===== src/rtl/txg_pkg.sv =====
package txg_pkg;
  localparam int unsigned TXG_CNT_W       = 20;
  localparam int unsigned TXG_SYNC_STAGES = 2;
  localparam int unsigned TXG_DEF_LIMIT   = 50000; // 0.5 ms at 100 MHz
endpackage


===== src/rtl/txg_sync.sv =====
module txg_sync #(
  parameter int unsigned STAGES  = 2,
  parameter logic        RST_VAL = 1'b1
) (
  input  logic clk_i,
  input  logic rst_ni,
  input  logic d_i,
  output logic q_o
);
  logic [STAGES-1:0] sr_q;

  always_ff @(posedge clk_i or negedge rst_ni) begin
    if (!rst_ni) sr_q <= {STAGES{RST_VAL}};
    else         sr_q <= {sr_q[STAGES-2:0], d_i};
  end

  assign q_o = sr_q[STAGES-1];
endmodule


===== src/rtl/txg_dom_timer.sv =====
module txg_dom_timer #(
  parameter int unsigned CNT_W     = 20,
  parameter int unsigned DEF_LIMIT = 50000
) (
  input  logic             clk_i,
  input  logic             rst_ni,
  input  logic             txd_s_i,
  input  logic             active_i,
  input  logic [CNT_W-1:0] limit_i,
  output logic             to_o
);
  localparam logic [CNT_W-1:0] DEF_L = CNT_W'(DEF_LIMIT);

  logic [CNT_W-1:0] cnt_q, lim_eff;
  logic             latch_q, txd_q;

  assign lim_eff = (limit_i == '0) ? DEF_L : limit_i;

  always_ff @(posedge clk_i or negedge rst_ni) begin
    if (!rst_ni) begin
      cnt_q   <= '0;
      latch_q <= 1'b0;
      txd_q   <= 1'b1;
    end else begin
      txd_q <= txd_s_i;
      if (!active_i) begin
        cnt_q   <= '0;
        latch_q <= 1'b0;
      end else if (txd_s_i) begin
        cnt_q <= '0;
        if (!txd_q) latch_q <= 1'b0; // release only on low-to-high
      end else if (!latch_q) begin
        if (cnt_q == lim_eff) latch_q <= 1'b1;
        else                  cnt_q   <= cnt_q + 1'b1;
      end
    end
  end

  assign to_o = latch_q;

  assert_set_on_low_R3: assert property (@(posedge clk_i) disable iff (!rst_ni)
    $rose(latch_q) |-> (!$past(txd_s_i) && $past(active_i)));

  assert_high_restarts_R4: assert property (@(posedge clk_i) disable iff (!rst_ni)
    (active_i && txd_s_i) |=> (cnt_q == '0));

  assert_release_edge_R6: assert property (@(posedge clk_i) disable iff (!rst_ni)
    $fell(latch_q) |-> (!$past(active_i) || ($past(txd_s_i) && !$past(txd_q))));

  assert_hold_low_R6: assert property (@(posedge clk_i) disable iff (!rst_ni)
    (latch_q && active_i && !txd_s_i) |=> latch_q);

  assert_inactive_clear_R7: assert property (@(posedge clk_i) disable iff (!rst_ni)
    !active_i |=> (!latch_q && cnt_q == '0));
endmodule


===== src/rtl/txg_out_gate.sv =====
module txg_out_gate (
  input  logic txd_s_i,
  input  logic active_i,
  input  logic to_i,
  output logic txd_o,
  output logic drv_en_o
);
  assign drv_en_o = active_i & ~to_i;
  assign txd_o    = txd_s_i | ~drv_en_o; // recessive when muted
endmodule


===== src/rtl/txd_timeout_guard.sv =====
module txd_timeout_guard
  import txg_pkg::*;
#(
  parameter int unsigned CNT_W       = TXG_CNT_W,
  parameter int unsigned SYNC_STAGES = TXG_SYNC_STAGES,
  parameter int unsigned DEF_LIMIT   = TXG_DEF_LIMIT
) (
  input  logic             clk_i,
  input  logic             rst_ni,
  input  logic             txd_i,
  input  logic             active_i,
  input  logic [CNT_W-1:0] limit_i,
  output logic             txd_o,
  output logic             drv_en_o,
  output logic             timeout_o
);
  logic txd_s, to;

  txg_sync #(.STAGES(SYNC_STAGES), .RST_VAL(1'b1)) u_sync (
    .clk_i(clk_i), .rst_ni(rst_ni), .d_i(txd_i), .q_o(txd_s)
  );

  txg_dom_timer #(.CNT_W(CNT_W), .DEF_LIMIT(DEF_LIMIT)) u_timer (
    .clk_i(clk_i), .rst_ni(rst_ni), .txd_s_i(txd_s), .active_i(active_i),
    .limit_i(limit_i), .to_o(to)
  );

  txg_out_gate u_gate (
    .txd_s_i(txd_s), .active_i(active_i), .to_i(to),
    .txd_o(txd_o), .drv_en_o(drv_en_o)
  );

  assign timeout_o = to;

  assert_muted_recessive_R5: assert property (@(posedge clk_i) disable iff (!rst_ni)
    timeout_o |-> (!drv_en_o && txd_o));

  assert_inactive_off_R7: assert property (@(posedge clk_i) disable iff (!rst_ni)
    !active_i |-> (!drv_en_o && txd_o));
endmodule


===== config.mk =====
export PLATFORM = sky130hd
export DESIGN_NAME = txd_timeout_guard
export DESIGN_NICKNAME = d
export VERILOG_FILES = /design/src/rtl/txg_pkg.sv /design/src/rtl/txg_sync.sv /design/src/rtl/txg_dom_timer.sv /design/src/rtl/txg_out_gate.sv /design/src/rtl/txd_timeout_guard.sv
export SDC_FILE = /design/constraint.sdc
export NUM_CORES = 1
export LEC_CHECK = 0
export ABC_CLOCK_PERIOD_IN_PS = 2900
export BUFFER_PORTS_ARGS = -buffer_cell sky130_fd_sc_hd__buf_2
export CORE_MARGIN = 2
export CORE_UTILIZATION = 45
export DETAILED_ROUTE_END_ITERATION = 8
export HOLD_SLACK_MARGIN = 0.1
export PLACE_DENSITY = 0.75
export SLEW_MARGIN = 20
export SYNTH_ARGS = -nofsm -noshare
export SYNTH_HDL_FRONTEND = slang
export SYNTH_SLANG_ARGS = --single-unit

===== constraint.sdc =====
create_clock -name clk_i -period 2.9 [get_ports clk_i]
set_input_delay 0.29 -clock clk_i [delete_from_list [all_inputs] [get_ports clk_i]]
set_output_delay 0.29 -clock clk_i [all_outputs]
set_load 0.03 [all_outputs]

; Yosys cells after proc, flatten, opt, wreduce, memory -nomap -nowiden
; Index checks and enable logic that the tools add are counted.
[word_totals]
output_inout_bits = 3
ff_bits = 24
word_cells = 25
[op_classes]
n_eq_ne = 4
n_bitwise = 4
reduce_logical = 2
mux = 10
addsub = 1
[ops]
columns = operator, n
row1 = two-way mux 20 bit, 5
row2 = "adder 20 x 1 -> 20 bit, second input constant", 1
row3 = equality test 20 bit, 1
row4 = logical NOT 20 bit, 1
row5 = "!= test 3 bit, second input constant", 3
row6 = two-way mux 1 bit, 5
row7 = NOT 1 bit, 2
row8 = AND reduction 2 bit, 1
row9 = AND 1 bit, 1
row10 = OR 1 bit, 1

; Depth between registers and ports, before layout
; Gate-level depths: netlist (run 1).
[depth]
ltp_word = 7
ltp_mapped = 10

; Cells and area by module
; From an unflattened synthesis (run 1), not the netlist that was laid out.
[unflattened]
hier_cells = 166
hier_area_um2 = 1610.3
[modules_own_cells]
columns = module, seq_area_each_um2, cells_per_inst, n_inst, area_per_inst_um2
row1 = txg_dom_timer, 551.8, 162, 1, 1540.2
row2 = txg_sync, 52.6, 2, 1, 52.6
row3 = txg_out_gate, 0.0, 2, 1, 17.5

; Worst setup path before layout (run 1)
; Ideal clock, no wire load.
[synth_timing]
path_kind = register -> register
start = register u_timer.latch_q, in the netlist u_timer.to_o
end = register u_timer.cnt_q[16]
required_ns = 2.822
path_buffers = 1
period_less_slack_ns = 2.176
arrival_time_ns = 2.098
slack_ns = 0.724
stages_incl_launch_ff = 9
setup_ns = 0.078
cell_sequence = dfrtp_1 -> clkbuf_1 -> nor2b_1 -> nand2_1 -> nor2_1 -> nand3_1 -> or3_1 -> or3_1 -> a21oi_1
[synth_between]
elab_chain_len = 2
[synth_lines]
columns = item, line_no
row1 = from (decl), txg_dom_timer.sv:15  ; logic latch_q, txd_q;
row2 = from (signal assigned), txg_dom_timer.sv:22  ; latch_q <= 1'b0;
row3 = from (signal assigned), txg_dom_timer.sv:28  ; latch_q <= 1'b0;
row4 = from (signal assigned), txg_dom_timer.sv:31  ; if (!txd_q) latch_q <= 1'b0;
row5 = != test 3 bit (no source line), --
row6 = AND reduction 2 bit (no source line), --
row7 = to (signal assigned), txg_dom_timer.sv:34  ; else cnt_q <= cnt_q + 1'b1;
row8 = to (decl), txg_dom_timer.sv:14  ; logic [CNT_W-1:0] cnt_q, lim_eff;
; Every way passes these cells.
; A chain may end at the register's enable or synchronous reset.

; Worst setup path in the final report (run 1)
; Same ends and word-level chain as after synthesis.

==> flow_summary.ini, run 1 <==
[setup_path]
endpoint = u_timer.cnt_q[16]$_DFFE_PN0P_
startpoint_type = flip-flop
rr_worst_depth = 7
r2r_end = u_timer.cnt_q[16]$_DFFE_PN0P_
critPathMaxFanout = 10
worstPathArrival_ps = 2490
timing.rr.start = u_timer.to_o$_DFFE_PN0P_
worst_setup_path_end_kind = flip-flop
rrSetupSlack_ps = 660
cp-startpoint = u_timer.to_o$_DFFE_PN0P_
cp_data_required_time_ps = 3150
worst-setup-path-type = reg -> reg

[die]
core_area_mm2 = 0.00339
die_h_um = 63.7
fp.dieW_um = 63.7
rows = 21
initial_core_util_pct = 47.4
die_area_mm2 = 0.00406
io-pin-count = 27

[synth]
async_reset_ff_share_pct = 100
ys_seq_area_share_pct = 37.6
syn_nets = 210
synth_edf_count = 0
postSynthAreaPerCell_um2 = 8.68
ys_warn_count = 0
synth_cell_types = 37
synth_area_mm2 = 0.00161
synth_cells = 185
ys_ff_latch = 24
synthFlopType = dfrtp_1

[timing]
skew_ps = 1.63
finalCritPeriodShare_pct = 77.1
fin_crit_ps = 2240
grt_setup_unrepaired = no
report.final.hold_viol_count = 0
finalSetupViolCount = 0
slew_headroom_pct = 47.2
slew_viol_final = 0
fmax_ghz = 0.447
tns_ps = 0
tightest_slew_ps = 793

[grt]
grt_pass1_vias = 1416
antenna_found_initial = 0
grt_pass1_wl_um = 6560
overflow = 0
grtUsageTotal_pct = 20.1
grt_max_degree = 25

[worst_hold_path]
hold_path_startpoint = active_i
hold_class = in -> reg

[routing]
ant_nets = 0
drc = 0
wl_per_cell_um = 14.2
via_per_inst = 5.71
wl_um = 3670
dr.pass1.iters = 5
dr_total_vias = 1473
drt-initial-drc-count = 117

[cells_and_area]
antenna_cells = 0
fin_nets = 238
drive_gt1_share_pct = 20.3
area.growth.synth_to_final_pct = 14.4
layout_commonest_cell = buf_2
final-instance-count-excl-fill = 258
fin_util_pct = 54.2
final_cell_mix = 26 x buf_2, 21 x dfrtp_1, 17 x a21oi_1

[power]
p_per_area_mw_per_mm2 = 319
power_leakage_nw = 0.716
vdd_drop_max_mv = 0.180

[placed_design]
place_hpwl_um = 2770
finalWeightedCongestion = 0.812
dp.cells = 252
portBuffers = 26

[clocking]
postCtsHoldBufs = 2
post_cts_resized = 0
cts_root_buffer = clkbuf_4
cts_tree = built
clkSinkCount = 24
htree_levels = 1
clk_pin_slew_ps = 130
numCtsBuffers = 3
ctsLongestPathBuffers = 2
clock_latency_ps = 320
postCtsSetupRepairBufs = 0

[run_status]
status = complete, no violations

[flow_run]
cap_viol_max_count = 0
## worst min path at each step
stage	depth (start not counted)	slack [ps]	to
2_1_floorplan	0	-6	u_timer.cnt_q[0]$_DFFE_PN0P_
3_3_place_gp	1	310	u_timer.cnt_q[15]$_DFFE_PN0P_
3_5_place_dp	1	310	u_timer.cnt_q[19]$_DFFE_PN0P_
4_1_cts	3	230	u_timer.to_o$_DFFE_PN0P_
5_1_grt	3	250	u_timer.to_o$_DFFE_PN0P_
6_report	3	230	u_timer.to_o$_DFFE_PN0P_
## per-stage QoR
stage	setup slack [ps]	power, mW	cell area, um2	hold slack [ps]
floorplan	724	0.374	1610	-5.59
global placement	466	0.409	1780	309
detailed placement	467	0.409	1780	308
CTS	684	0.591	1840	231
global route	425	0.617	1840	254
finish	664	0.586	1840	234
## power by group
part           switching [mW]  internal (mW)  leakage [nW]
registers             0.00309          0.340         0.324
clock network           0.105         0.0769        0.0210
logic                  0.0365         0.0253         0.371
total                   0.144          0.442         0.716
## sequential cells by signal, indices dropped and copies added, names as in the netlist
name           flops
u_timer.cnt_q     20
u_sync.sr_q        2
u_timer.to_o       1
u_timer.txd_q      1
## cells by family (layout without fill, tap and decap cells)
kind of cell	Yosys count	after routing	share of synthesized area, %
buffers and inverters	14	41	3.90
xor gates and xnor gates	17	17	9.28
DFF	24	24	37.6
and+or+nand+nor	80	80	28.1
AOI/OAI and AO/OA	48	48	19.7
muxes	1	1	0.624
adders and majority gates	1	1	0.779
## synthesized netlist by cell type, types with 4 or more instances
cell      instances  area (um2)
nand4_1           4        25.0
o31ai_1           6        45.0
or3_1            12        75.1
nor2b_1           4        25.0
xor2_1           15         131
or4_1             7        52.6
nor2_1            5        18.8
clkbuf_1          5        18.8
nor4_1           10        62.6
nand2_1          16        60.1
o21ai_0           6        30.0
dfrtp_1          21         526
o21ai_1           9        45.0
inv_1             6        22.5
a21oi_1          17        85.1
nand3_1          10        50.1
## routing by layer
layer | wire [um] | up-vias | GRT usage (%) | part of all wire (%)
met1 | 1850 | 679 | 30.2 | 50
met3 | 174 | 4 | 2.50 | 4.7
met4 | 38 | 0 | 5.98 | 1.0
met2 | 1610 | 46 | 30.0 | 44
li1 | - | 744 | - | -
met5 | 0 | - | 0 | 0
## final cells by class
class / count / area, um2
Clock buffer: 4 / 36.3
Fill cell: 313 / 1550
Inverter: 6 / 22.5
Multi-Input combinational cell: 147 / 943
Sequential cell: 24 / 604
Tap cell: 46 / 57.6
Timing Repair Buffer: 31 / 173
## critical path, stage by stage (launching register included)
cell and delay [ps]:
dfrtp_1 500, nor2b_1 360, nand2_1 140, nor2_1 180, nand3_1 180, or3_1 360
or3_1 310, a21oi_1 140
Power figures use the tool's default switching activity.
==> run 2, diff against run 1 <==
Settings changed: ABC_AREA set to 1, ABC_CLOCK_PERIOD_IN_PS 2900 to 1880, PLACE_DENSITY 0.75 to 0.77.
Clock period 2.9 ns to 1.88 ns, I/O delays scaled along.
==> run 2 against run 1 <==
Critical path type unchanged; clock power is 99% higher; sequential share of layout area fell by 8.0 points; worst hold slack worse by 12 ps; total power rose by 74%; utilization rose by 7.4 points; highest routed layer unchanged; the flow now finishes with violations (negative setup slack); sequential cell count unchanged.
==> flow_summary.ini, run 2 <==
[synth]
synth.area.top_cells = dfrtp_1 29%, nand2_1 14%, xor2_1 11%, nand3_1 9.5%, nor2_1 6.9%
postSynthAreaPerCell_um2 = 6.95
synth_cells = 265
ys_ff_latch = 24
ys_seq_area_share_pct = 32.8
synth_area_mm2 = 0.00184
syn_nets = 290
yosys.area.top_type = dfrtp_1
async_reset_ff_share_pct = 100
synth_edf_count = 0
synth_commonest_cells = 71 x nand2_1, 35 x nand3_1, 34 x nor2_1
ys_warn_count = 0
synth_top_area_share_pct = 28.5
synth_cell_types = 26
synth_most_common_cell = nand2_1
synthFlopType = dfrtp_1

[cells_and_area]
fin_nets = 342
top_register = u_timer.cnt_q
final_cell_mix = 68 x nand2_1, 33 x nand3_1, 31 x nor2_1
layout_commonest_cell = nand2_1
area.growth.synth_to_final_pct = 32.8
antenna_cells = 0
largestRegisters = u_timer.cnt_q (20), u_sync.sr_q (2)
largest_reg_flops = 20
drive_gt1_share_pct = 27.8

[worst_hold_path]
hold_class = in -> reg

[routing]
drc = 0
dr_total_vias = 2020
via_per_inst = 5.52
dr.pass1.iters = 7
drt-initial-drc-count = 217
wl_um = 5400
ant_nets = 0
wl_per_cell_um = 14.8

[placed_design]
pre_cts_ws_ps = -96.6
finalWeightedCongestion = 0.880
portBuffers = 26
place_hpwl_um = 3500

[die]
core_area_mm2 = 0.00397
initial_core_util_pct = 46.4
die_area_mm2 = 0.00462
die_h_um = 68.0
fp.dieW_um = 68.0
rows = 23
io-pin-count = 27

[power]
vdd_drop_max_mv = 0.449
p_per_area_mw_per_mm2 = 417
finalPower_mw = 1.02
power_leakage_nw = 1.33

[clocking]
cts_root_buffer = clkbuf_8
clk_pin_slew_ps = 90
numCtsBuffers = 3
clock_latency_ps = 280
htree_levels = 1
cts_tree = built
ctsLongestPathBuffers = 2
clkSinkCount = 24

[timing]
fmax_ghz = 0.524
slew_headroom_pct = 62.9
grt_setup_unrepaired = yes
slew_viol_final = 0
fin_crit_ps = 1910
finalCritPeriodShare_pct = 101
layout_setup_ws_ps = -27.6
tightest_slew_ps = 556
finalSetupViolCount = 1
report.final.hold_viol_count = 0
skew_ps = 12.3

[setup_path]
worstPathArrival_ps = 2130
worst-setup-path-type = reg -> reg
critPathMaxFanout = 4
cp_data_required_time_ps = 2100
worst_setup_path_end_kind = flip-flop
startpoint_type = flip-flop

[grt]
grtUsageTotal_pct = 22.3
overflow = 0
antenna_found_initial = 0
grt_max_degree = 31
grt_pass1_vias = 1740
grt_pass1_wl_um = 7690

[run_status]
violations = negative setup slack
status = finished with violations

[flow_run]
cap_viol_max_count = 0
## run 2: cells by family after synthesis
logic type | synth area share (%)
and+or+nand+nor | 43.6
buffers and inverters | 9.17
xor gates and xnor gates | 12.8
adders and majority gates | 0.679
DFF | 32.8
AOI/OAI and AO/OA | 0.883
## run 2: critical path, cell delays in order (launching register included)
cell and delay [ps]:
dfrtp_1 400, buf_6 140, nand2_4 50, nor2_4 120
nand2_4 80, nor3_4 230, nand3_4 110, nor3_4 230
nand2_1 100, xor2_1 150, nor2_1 110, nand2_1 60
nand2_1 50
## run 2: cell type report
class                   instances  area (um2)
clock buffers                   4        55.1
repair buffers                 57         427
fillers                       334        1530
inverters                      27         101
well taps                      50        62.6
multi-input cells             204        1190
flip-flops and latches         24         609
## run 2: repair_timing
item / 4_1_cts / 5_1_grt
resized for setup: 1 / 29
hold endpoints to repair: 22 / 0
gates cloned: 0 / 2
setup endpoints to repair: 4 / 21
hold buffers: 2 / 0
pin swaps: 0 / 28
buffers inserted: 0 / 11
## run 2: final timing paths
path	endpoint	startpoint	slack [ps]	cells after the start
max in group asynchronous	u_timer.cnt_q[4]$_DFFE_PN0P_	rst_ni	1050	2
min in group asynchronous	u_timer.cnt_q[19]$_DFFE_PN0P_	rst_ni	420	2
worst max register to register	u_timer.cnt_q[19]$_DFFE_PN0P_	u_timer.cnt_q[2]$_DFFE_PN0P_	-30	12
worst max-delay path	u_timer.cnt_q[19]$_DFFE_PN0P_	u_timer.cnt_q[2]$_DFFE_PN0P_	-30	12
worst min-delay path	u_timer.to_o$_DFFE_PN0P_	active_i	220	3
worst min register to register	u_sync.sr_q[1]$_DFF_PN1_	u_sync.sr_q[0]$_DFF_PN1_	360	0
## run 2: layer usage
| metal | track usage, % | wire [um] | share of wire (%) | vias to the layer above |
|---|---|---|---|---|
| li1 | - | - | - | 949 |
| met1 | 29.9 | 2260 | 42 | 918 |
| met2 | 35.4 | 2520 | 47 | 124 |
| met3 | 2.96 | 399 | 7.4 | 29 |
| met4 | 10.8 | 224 | 4.1 | 0 |
| met5 | 0 | 0 | 0 | - |
## run 2: metrics by stage
step           hold slack (ps)  area, um2  setup TNS (ps)  util (%)  instances
5_1_grt                    230       2450           -1180      61.6        366
3_5_place_dp               211       2110            -575      53.1        347
4_1_cts                    216       2190               0      55.2        353
2_1_floorplan             -108       1840               0         -        265
6_report                   222       2450           -27.6      61.6        366
3_3_place_gp               209       2110            -109      53.1        347
## run 2: power by group
group	switching (mW)	total (mW)	internal, mW
clock network	0.175	0.362	0.187
logic	0.0771	0.128	0.0504
registers	0.00691	0.531	0.524
total	0.259	1.02	0.762
